<file path="src/rtl/e3fm_pkg.sv">
package e3fm_pkg;
  typedef struct packed {
    logic lastBit;   // final bit position of the frame
    logic ohAhead;   // next slot is overhead
    logic ohSlot;    // current slot is overhead
    logic firstBit;  // current slot is bit position 1
  } e3fmStrobes_t;
endpackage

</file>
<file path="src/rtl/e3fm_ctrl.sv">
module e3fm_ctrl
  import e3fm_pkg::*;
#(
  parameter int FRAME_BITS = 1536,
  parameter int OH_BITS    = 12,
  parameter int IDX_W      = 4
) (
  input  logic             clk,
  input  logic             rst,
  output e3fmStrobes_t     strb,
  output logic [IDX_W-1:0] ohIdx
);
  localparam int POS_W = $clog2(FRAME_BITS);
  localparam logic [POS_W-1:0] LAST_POS = POS_W'(FRAME_BITS - 1);

  logic [POS_W-1:0] bitPos;

  always_ff @(posedge clk) begin
    if (rst)                   bitPos <= LAST_POS;
    else if (bitPos == LAST_POS) bitPos <= '0;
    else                       bitPos <= bitPos + 1'b1;
  end

  always_comb begin
    strb.lastBit  = !rst && (bitPos == LAST_POS);
    strb.ohAhead  = !rst && ((bitPos == LAST_POS) || (bitPos < POS_W'(OH_BITS - 1)));
    strb.ohSlot   = !rst && (bitPos < POS_W'(OH_BITS));
    strb.firstBit = !rst && (bitPos == '0);
    ohIdx         = strb.ohSlot ? bitPos[IDX_W-1:0] : '0;
  end

  // Assertion support: cycles since the last frame pulse
  logic [POS_W:0] gapCnt;
  logic           seenLast;
  always_ff @(posedge clk) begin
    if (rst) begin
      gapCnt   <= '0;
      seenLast <= 1'b0;
    end else if (strb.lastBit) begin
      gapCnt   <= '0;
      seenLast <= 1'b1;
    end else begin
      gapCnt   <= gapCnt + 1'b1;
    end
  end

  p_frame_period_r1: assert property (@(posedge clk) disable iff (rst)
    (strb.lastBit && seenLast) |-> (gapCnt == (POS_W+1)'(FRAME_BITS - 1)));
  p_frame_single_r1: assert property (@(posedge clk) disable iff (rst)
    strb.lastBit |=> !strb.lastBit);
  p_wrap_first_r3: assert property (@(posedge clk) disable iff (rst)
    strb.lastBit |=> strb.firstBit);
  p_oh_lead_r4: assert property (@(posedge clk) disable iff (rst)
    strb.ohAhead |=> strb.ohSlot);
  p_oh_quiet_r4: assert property (@(posedge clk) disable iff (rst)
    !strb.ohAhead |=> !strb.ohSlot);
endmodule

</file>
<file path="src/rtl/e3fm_dpath.sv">
module e3fm_dpath
  import e3fm_pkg::*;
#(
  parameter int                    ALIGN_LEN     = 10,
  parameter logic [ALIGN_LEN-1:0]  ALIGN_PATTERN = 10'b1111010000,
  parameter int                    IDX_W         = 4
) (
  input  logic             clk,
  input  logic             rst,
  input  e3fmStrobes_t     strb,
  input  logic [IDX_W-1:0] ohIdx,
  input  logic             serIn,
  input  logic             alarmBit,
  input  logic             nationalBit,
  output logic             txData,
  output logic             txValid,
  output logic             txFirst
);
  logic ohBit;
  logic mergedBit;

  always_comb begin
    ohBit = nationalBit;
    if (int'(ohIdx) < ALIGN_LEN)       ohBit = ALIGN_PATTERN[ALIGN_LEN - 1 - int'(ohIdx)];
    else if (int'(ohIdx) == ALIGN_LEN) ohBit = alarmBit;
    mergedBit = strb.ohSlot ? ohBit : serIn;
  end

  always_ff @(posedge clk) begin
    if (rst) begin
      txData  <= 1'b0;
      txValid <= 1'b0;
      txFirst <= 1'b0;
    end else begin
      txData  <= mergedBit;
      txFirst <= strb.firstBit;
      txValid <= txValid | strb.firstBit;
    end
  end

  p_payload_pass_r5: assert property (@(posedge clk) disable iff (rst)
    (!$past(rst) && !$past(strb.ohSlot)) |-> (txData == $past(serIn)));
  p_first_align_r7: assert property (@(posedge clk) disable iff (rst)
    txFirst |-> (txData == ALIGN_PATTERN[ALIGN_LEN-1]));
  p_first_valid_r8: assert property (@(posedge clk) disable iff (rst)
    txFirst |-> txValid);
  p_valid_sticky_r8: assert property (@(posedge clk) disable iff (rst)
    $past(txValid) |-> txValid);
endmodule

</file>
<file path="src/rtl/e3fm_tx_payload_if.sv">
module e3fm_tx_payload_if
  import e3fm_pkg::*;
#(
  parameter int                   FRAME_BITS    = 1536,
  parameter int                   ALIGN_LEN     = 10,
  parameter logic [ALIGN_LEN-1:0] ALIGN_PATTERN = 10'b1111010000
) (
  input  logic clk,
  input  logic rst,
  input  logic serIn,
  input  logic alarmBit,
  input  logic nationalBit,
  output logic frameOut,
  output logic ohInd,
  output logic txData,
  output logic txValid,
  output logic txFirst
);
  localparam int OH_BITS = ALIGN_LEN + 2;
  localparam int IDX_W   = $clog2(OH_BITS);

  e3fmStrobes_t     strb;
  logic [IDX_W-1:0] ohIdx;

  e3fm_ctrl #(.FRAME_BITS(FRAME_BITS), .OH_BITS(OH_BITS), .IDX_W(IDX_W)) u_ctrl (
    .clk(clk), .rst(rst), .strb(strb), .ohIdx(ohIdx)
  );

  e3fm_dpath #(.ALIGN_LEN(ALIGN_LEN), .ALIGN_PATTERN(ALIGN_PATTERN), .IDX_W(IDX_W)) u_dpath (
    .clk(clk), .rst(rst), .strb(strb), .ohIdx(ohIdx),
    .serIn(serIn), .alarmBit(alarmBit), .nationalBit(nationalBit),
    .txData(txData), .txValid(txValid), .txFirst(txFirst)
  );

  assign frameOut = strb.lastBit;
  assign ohInd    = strb.ohAhead;

  p_reset_quiet_r2: assert property (@(posedge clk)
    rst |-> (!frameOut && !ohInd));
endmodule

</file>
<file path="config.mk">
export PLATFORM = sky130hd
export DESIGN_NAME = e3fm_tx_payload_if
export DESIGN_NICKNAME = d
export VERILOG_FILES = /design/src/rtl/e3fm_pkg.sv /design/src/rtl/e3fm_ctrl.sv /design/src/rtl/e3fm_dpath.sv /design/src/rtl/e3fm_tx_payload_if.sv
export SDC_FILE = /design/constraint.sdc
export NUM_CORES = 1
export LEC_CHECK = 0
export ABC_AREA = 1
export BUFFER_PORTS_ARGS = -buffer_cell sky130_fd_sc_hd__buf_4
export CAP_MARGIN = 0
export CORE_MARGIN = 2
export CORE_UTILIZATION = 50
export CTS_BUF_LIST = sky130_fd_sc_hd__clkbuf_4 sky130_fd_sc_hd__clkbuf_8
export DETAILED_ROUTE_END_ITERATION = 8
export PLACE_DENSITY = 0.75
export REMOVE_ABC_BUFFERS = 1
export SLEW_MARGIN = 10
export SYNTH_ARGS = -nofsm -noshare
export SYNTH_HDL_FRONTEND = slang
export SYNTH_SLANG_ARGS = --single-unit
</file>
<file path="constraint.sdc">
create_clock -name clk -period 2.29 [get_ports clk]
set_input_delay 0.5725 -clock clk [delete_from_list [all_inputs] [get_ports clk]]
set_output_delay 0.5725 -clock clk [all_outputs]
set_load 0.02 [all_outputs]
</file>
==> metrics.txt, run 1 <==
Setup CP Type=flip-flop to output port; PD cells=1260 nW/um^2; RSZ-0062 raised after global routing=true; first-pass GRT wire length=3040 um; drt first pass iters=4; dominant synthesized flop cell=dfxtp_1; Hold Crit Start=u_dpath.txValid; Worst slew margin=0.731; Final Util=0.673; fin. max-slew vios=0; DP Cell Count=134; CP Data Required Time=1.72 ns; CTS tree=yes; # IOs=10; HPWL Detailed=1250 um; crit path max fanout=2; number of buffers added on ports=9; CTS clk-pin slew, worst paths=0.08 ns; Total Wirelength=1870 um; Yosys reg bits=14; fmax=445 MHz; Fillers=122; Initial Util=0.530; setup slack, reg-to-reg=0.48 ns; Min-Delay Path Class=flip-flop to flip-flop; reg2reg path depth=12; fin nets=138; routability cong.=0.741; Vias/cell=5.34; Hold Path Depth=2; Final Cycle Share=0.982; Endpoint, Worst Hold=u_dpath.txValid; Routed Antenna Nets=0; FF-to-FF Start=u_ctrl.bitPos[5]; Syn Inst Count=108; commonest non-fill, non-tap cell in the layout=nand2_1; GRT Total Usage=0.215; Skew-Pair Late Insertion Delay=0.28 ns; Die H=44.0 um; antenna violations before repair=0; grt ovf=0; average size of a mapped cell=7.39 um^2; R2R Path End=u_dpath.txData; Core ar.=1510 um^2; Critical-path top delay cell=dfxtp_4; vias in the first global route=718; number of synthesized flops with an enable pin=0; CP Buf/Inv Count=2; clk_skew=0.00409 ns; synthesis-to-layout area growth=27.0%; Antenna Diode Count=0; Slew @ Worst Pin=0.403 ns; DIE WIDTH=44.0 um; Synth cell types=25; Root Driver=clkbuf_4; share of cells above drive strength 1=0.364; DIE AREA=1930 um^2; Final min period=2.25 ns; Top Family by Delay on Critical Path=simple AND/OR/NAND/NOR gates; CTS Sinks=14; Avg WL per Cell=12.9 um; Peak VDD IR=0.000668 V; post-route setup TNS=0 ns; Worst EP arrival=1.68 ns; Worst Setup End Kind=output port; final instance area=1010 um^2; crit-path max cell delay=0.37 ns; worst path cell trace=ha_4 -> nand2_4 -> nor2_4 -> nand4_4 -> nor2_4 -> buf_4 -> nand4_2 -> o21ai_1 -> buf_4; Yosys warnings=0; Max Cap Viol=0; residual DRC count=0; placed inst area=897 um^2; CTS Hold Bufs=0; H-tree depth=1; clock buffer depth=2; final hold violation count=0; worst hold slack=0.481 ns; cts bufs inserted=3; Via Count=774; Worst path depth=9; FFs w/ async S/R, synth=0; outcome=finished clean; sequential-to-total area share from yosys stat=0.351; largest net degree at the start of global routing=13; DRT iter0 DRCs=33; crit path launch type=flip-flop; non-filler cells, final=145; commonest non-fill, non-tap cells in the layout=28 x nand2_1, 18 x buf_4, 12 x nor2_1, 12 x dfxtp_1, 8 x inv_1; Final setup viols=0; Core Rows=14; leakage power=0.476 nW; Post-Synthesis Cell Area=798 um^2
==> cells by family after synthesis <==
kind of cell    count (synthesis)  share of synthesized area
xor+xnor                        1                     0.0110
compound gates                 13                     0.0925
buf+inv                        12                     0.0564
flops                          14                      0.351
fa+ha+maj                       3                     0.0470
simple gates                   65                      0.442
==> through the flow <==
step	worst slack [ns]	total power [W]
after floorplan	0.235	0.000829
after global placement	0.172	0.000943
after detailed placement	0.177	0.000963
after CTS	0.00852	0.00120
after global routing	-0.0814	0.00138
final	0.0413	0.00128
==> flip-flops by register name, indices dropped and copies added, names as in the netlist <==
name and flops:
u_dpath.txData 1, u_ctrl.bitPos 11, u_dpath.txValid 1, u_dpath.txFirst 1
==> layer usage <==
metal / up-vias / share of wire / global-route usage
met3: 10 / 0.063 / 0.0625
met2: 27 / 0.48 / 0.353
met4: 0 / 0.031 / 0.0970
met5: - / 0 / 0
met1: 344 / 0.42 / 0.258
li1: 393 / - / -
==> worst max-delay path by stage <==
stage | startpoint | endpoint | slack, ns
after floorplan | u_ctrl.bitPos[1] | ohInd | 0.23
after global placement | rst | ohInd | 0.17
after detailed placement | rst | ohInd | 0.18
after CTS | u_ctrl.bitPos[0] | frameOut | 0.009
after global routing | u_ctrl.bitPos[1] | frameOut | -0.08
final | u_ctrl.bitPos[1] | ohInd | 0.04
==> final cells by class <==
cell class,instances,area (um^2),area share
Multi-Input combinational cell,82,493,0.486
Sequential cell,14,288,0.284
Timing Repair Buffer,18,135,0.133
Inverter,11,41.3,0.0407
Clock buffer,4,36.3,0.0358
Tap cell,16,20.0,0.0198
==> report_power, final <==
part | switching, W | internal, W | leakage (nW)
Sequential | 0.000111 | 0.000330 | 0.116
Combinational | 0.000362 | 0.000294 | 0.339
Clock | 0.0000826 | 0.0000967 | 0.0210
Total | 0.000555 | 0.000721 | 0.476
==> synthesized netlist by cell type (2+ instances only) <==
cell type   n  area [um^2]
a21oi_1     3         15.0
dfxtp_1    14          280
ha_1        3         37.5
inv_1       8         30.0
inv_2       3         11.3
nand2_1    29          109
nand2_2     3         18.8
nand3_1     6         30.0
nand3_2     3         30.0
nor2_1     12         45.0
nor2_2      2         12.5
nor2_4      4         45.0
o21ai_0     3         15.0
o21ai_1     4         20.0
==> tightest hold or removal path: cells and delay by family (launching register included) <==
kind             cells  cell delay (ns)
DFF                  1             0.33
and+or+nand+nor      2             0.12
==> repair_timing <==
item | 4_1_cts | 5_1_grt
resized for setup | 4 | 4
pin swaps | 2 | 5
endpoints found under the hold margin | 0 | 0
setup buffers | 4 | 3
endpoints found under the setup margin | 2 | 2
(Power assumes the default switching activity.)
==> run 2: changes to the inputs <==
--- a/config.mk
+++ b/config.mk
@@ -9,10 +9,10 @@
 export BUFFER_PORTS_ARGS = -buffer_cell sky130_fd_sc_hd__buf_4
 export CAP_MARGIN = 0
 export CORE_MARGIN = 2
-export CORE_UTILIZATION = 50
+export CORE_UTILIZATION = 58
 export CTS_BUF_LIST = sky130_fd_sc_hd__clkbuf_4 sky130_fd_sc_hd__clkbuf_8
 export DETAILED_ROUTE_END_ITERATION = 8
-export PLACE_DENSITY = 0.75
+export PLACE_DENSITY = 0.85
 export REMOVE_ABC_BUFFERS = 1
 export SLEW_MARGIN = 10
 export SYNTH_ARGS = -nofsm -noshare
==> run 2 against run 1 <==
  * Core utilization grew 7.0 points
  * Sequential cell count is the same
  * Clock skew shrank 0.0023 ns
  * Critical endpoint is now frameOut
  * Largest power group unchanged
==> metrics.txt, run 2 (synthesis gave the netlist of run 1 again) <==
crit path max fanout=3 (+1); crit path launch type=flip-flop; Min-Delay Path Class=input port to flip-flop; commonest non-fill, non-tap cells in the layout=27 x nand2_1, 13 x buf_4, 12 x nor2_1, 11 x dfxtp_1, 8 x inv_1; CTS clk-pin slew, worst paths=0.08 ns (about the same); PD cells=1210 nW/um^2 (-3.6%); DIE AREA=1690 um^2 (-13%); clk_skew=0.00181 ns (-0.00228 ns); final hold violation count=0 (unchanged); Final min period=2.24 ns (-0.00568 ns); Max Cap Viol=0 (unchanged); CTS Sinks=14 (unchanged); fin. max-slew vios=0 (unchanged); HPWL Detailed=1280 um (+2.0%); fin nets=133 (-3.6%); H-tree depth=1 (unchanged); Peak VDD IR=0.000698 V (+4.5%); grt ovf=0 (unchanged); Largest Register=u_ctrl.bitPos; DIE WIDTH=41.1 um (-6.5%); Setup WS pre-CTS=0.122 ns (-0.0546 ns); Via Count=784 (+1.3%); residual DRC count=0 (unchanged); Hold Crit Start=rst; # IOs=10 (unchanged); antenna violations before repair=0 (unchanged); Setup CP Type=flip-flop to output port; Root Driver=clkbuf_4; Worst Setup End Kind=output port; Largest register FFs=11 (unchanged); cts bufs inserted=3 (unchanged); Initial Util=0.613 (+0.0836); Total Wirelength=1800 um (-3.4%); GRT Total Usage=0.265 (+0.0504); synthesis-to-layout area growth=21.0%; setup slack, reg-to-reg=0.52 ns (+0.04 ns); Slew @ Worst Pin=0.413 ns (+0.00964 ns); commonest non-fill, non-tap cell in the layout=nand2_1; Final Util=0.742 (+0.0696); fmax=446 MHz (+0.25%); Vias/cell=5.68 (+6.4%); Core Rows=13 (-1); Routed Antenna Nets=0 (unchanged); Antenna Diode Count=0 (unchanged); Final setup viols=0 (unchanged); Hold Path Depth=2 (unchanged); FF-to-FF Start=u_ctrl.bitPos[10]; R2R Path End=u_dpath.txData; vias in the first global route=678 (-5.6%); DRT iter0 DRCs=27 (-18%); leakage power=0.448 nW (-5.9%); Final Cycle Share=0.979 (-0.00248); Skew-Pair Late Insertion Delay=0.27 ns (about the same); final worst-path setup slack=0.0470 ns (+0.00568 ns); outcome=finished clean; CTS tree=yes; CP Data Required Time=1.72 ns (about the same); number of buffers added on ports=9 (unchanged); Endpoint, Worst Hold=u_dpath.txValid; Core ar.=1300 um^2 (-14%); share of cells above drive strength 1=0.358 (-0.00662); routability cong.=0.746 (+0.68%); RSZ-0062 raised after global routing=true; DP Cell Count=132 (-1.5%); largest net degree at the start of global routing=13 (unchanged); Worst EP arrival=1.67 ns (about the same); post-route setup TNS=0 ns (unchanged); reg2reg path depth=12 (unchanged); drt first pass iters=4 (unchanged); Avg WL per Cell=13.1 um (+1.5%); Die H=41.1 um (-6.5%); Worst slew margin=0.724 (-0.00643); first-pass GRT wire length=2860 um (-5.7%); clock buffer depth=2 (unchanged); non-filler cells, final=138 (-4.8%)
==> run 2: cell types whose count changed in the layout (fill, tap and decap cells not counted) <==
cell / previous run / this run
dfxtp_1: 12 / 11
dfxtp_2: 0 / 2
nand2_1: 28 / 27
dfxtp_4: 2 / 1
o21ai_2: 0 / 1
nand2_2: 3 / 4
clkbuf_8: 1 / 0
buf_4: 18 / 13
o21ai_1: 4 / 3
==> run 2: area by class of cell <==
class | instances | area (um^2)
clock buffer | 3 | 22.5
fill | 94 | 335
inverter | 11 | 41.3
multi-input combinational | 82 | 499
sequential | 14 | 287
tap | 15 | 18.8
timing repair buffer | 13 | 97.6
==> run 2: layer usage <==
layer / global-route usage / vias to the layer above / wire [um]
li1: - / 379 / -
met3: 0.0924 / 18 / 137
met1: 0.315 / 348 / 683
met2: 0.418 / 39 / 861
met5: 0 / - / 0
met4: 0.137 / 0 / 119
==> run 2: what timing repair did <==
| action | CTS | global route |
|---|---|---|
| buffers inserted | 3 | 0 |
| gates cloned | 0 | 0 |
| hold buffers | 0 | 0 |
| pin swaps | 2 | 2 |
| setup endpoints to repair | 2 | 2 |
| resized for setup | 5 | 5 |
==> run 2: stage by stage <==
stage | hold slack, ns | cell area [um^2] | total power (W)
6_report | 0.507 | 966 | 0.00117
5_1_grt | 0.508 | 966 | 0.00126
4_1_cts | 0.502 | 951 | 0.00115
3_5_place_dp | 0.499 | 888 | 0.000954
3_3_place_gp | 0.461 | 888 | 0.000927
2_1_floorplan | 0.484 | 795 | 0.000829
==> run 2: power breakdown <==
part | total, W | leakage (nW) | internal [W] | switching, W
clock | 0.000133 | 0.0138 | 0.0000608 | 0.0000723
combinational | 0.000591 | 0.319 | 0.000251 | 0.000341
sequential | 0.000447 | 0.115 | 0.000328 | 0.000119
total | 0.00117 | 0.448 | 0.000640 | 0.000532
==> run 2: critical path, cell delays in order, from the launching register on <==
cell     delay [ns]
dfxtp_4        0.37
ha_4           0.15
nand2_4        0.06
nor2_4         0.13
nand4_4        0.10
nor2_4         0.14
nand2_2        0.07
inv_2          0.07
nand2_2        0.05
nor3_2         0.11
buf_4          0.16
==> run 2: worst max path at each step <==
stage               endpoint        startpoint
floorplan              ohInd  u_ctrl.bitPos[1]
global placement       ohInd               rst
detailed placement     ohInd               rst
CTS                 frameOut  u_ctrl.bitPos[0]
global route        frameOut  u_ctrl.bitPos[0]
finish              frameOut  u_ctrl.bitPos[0]
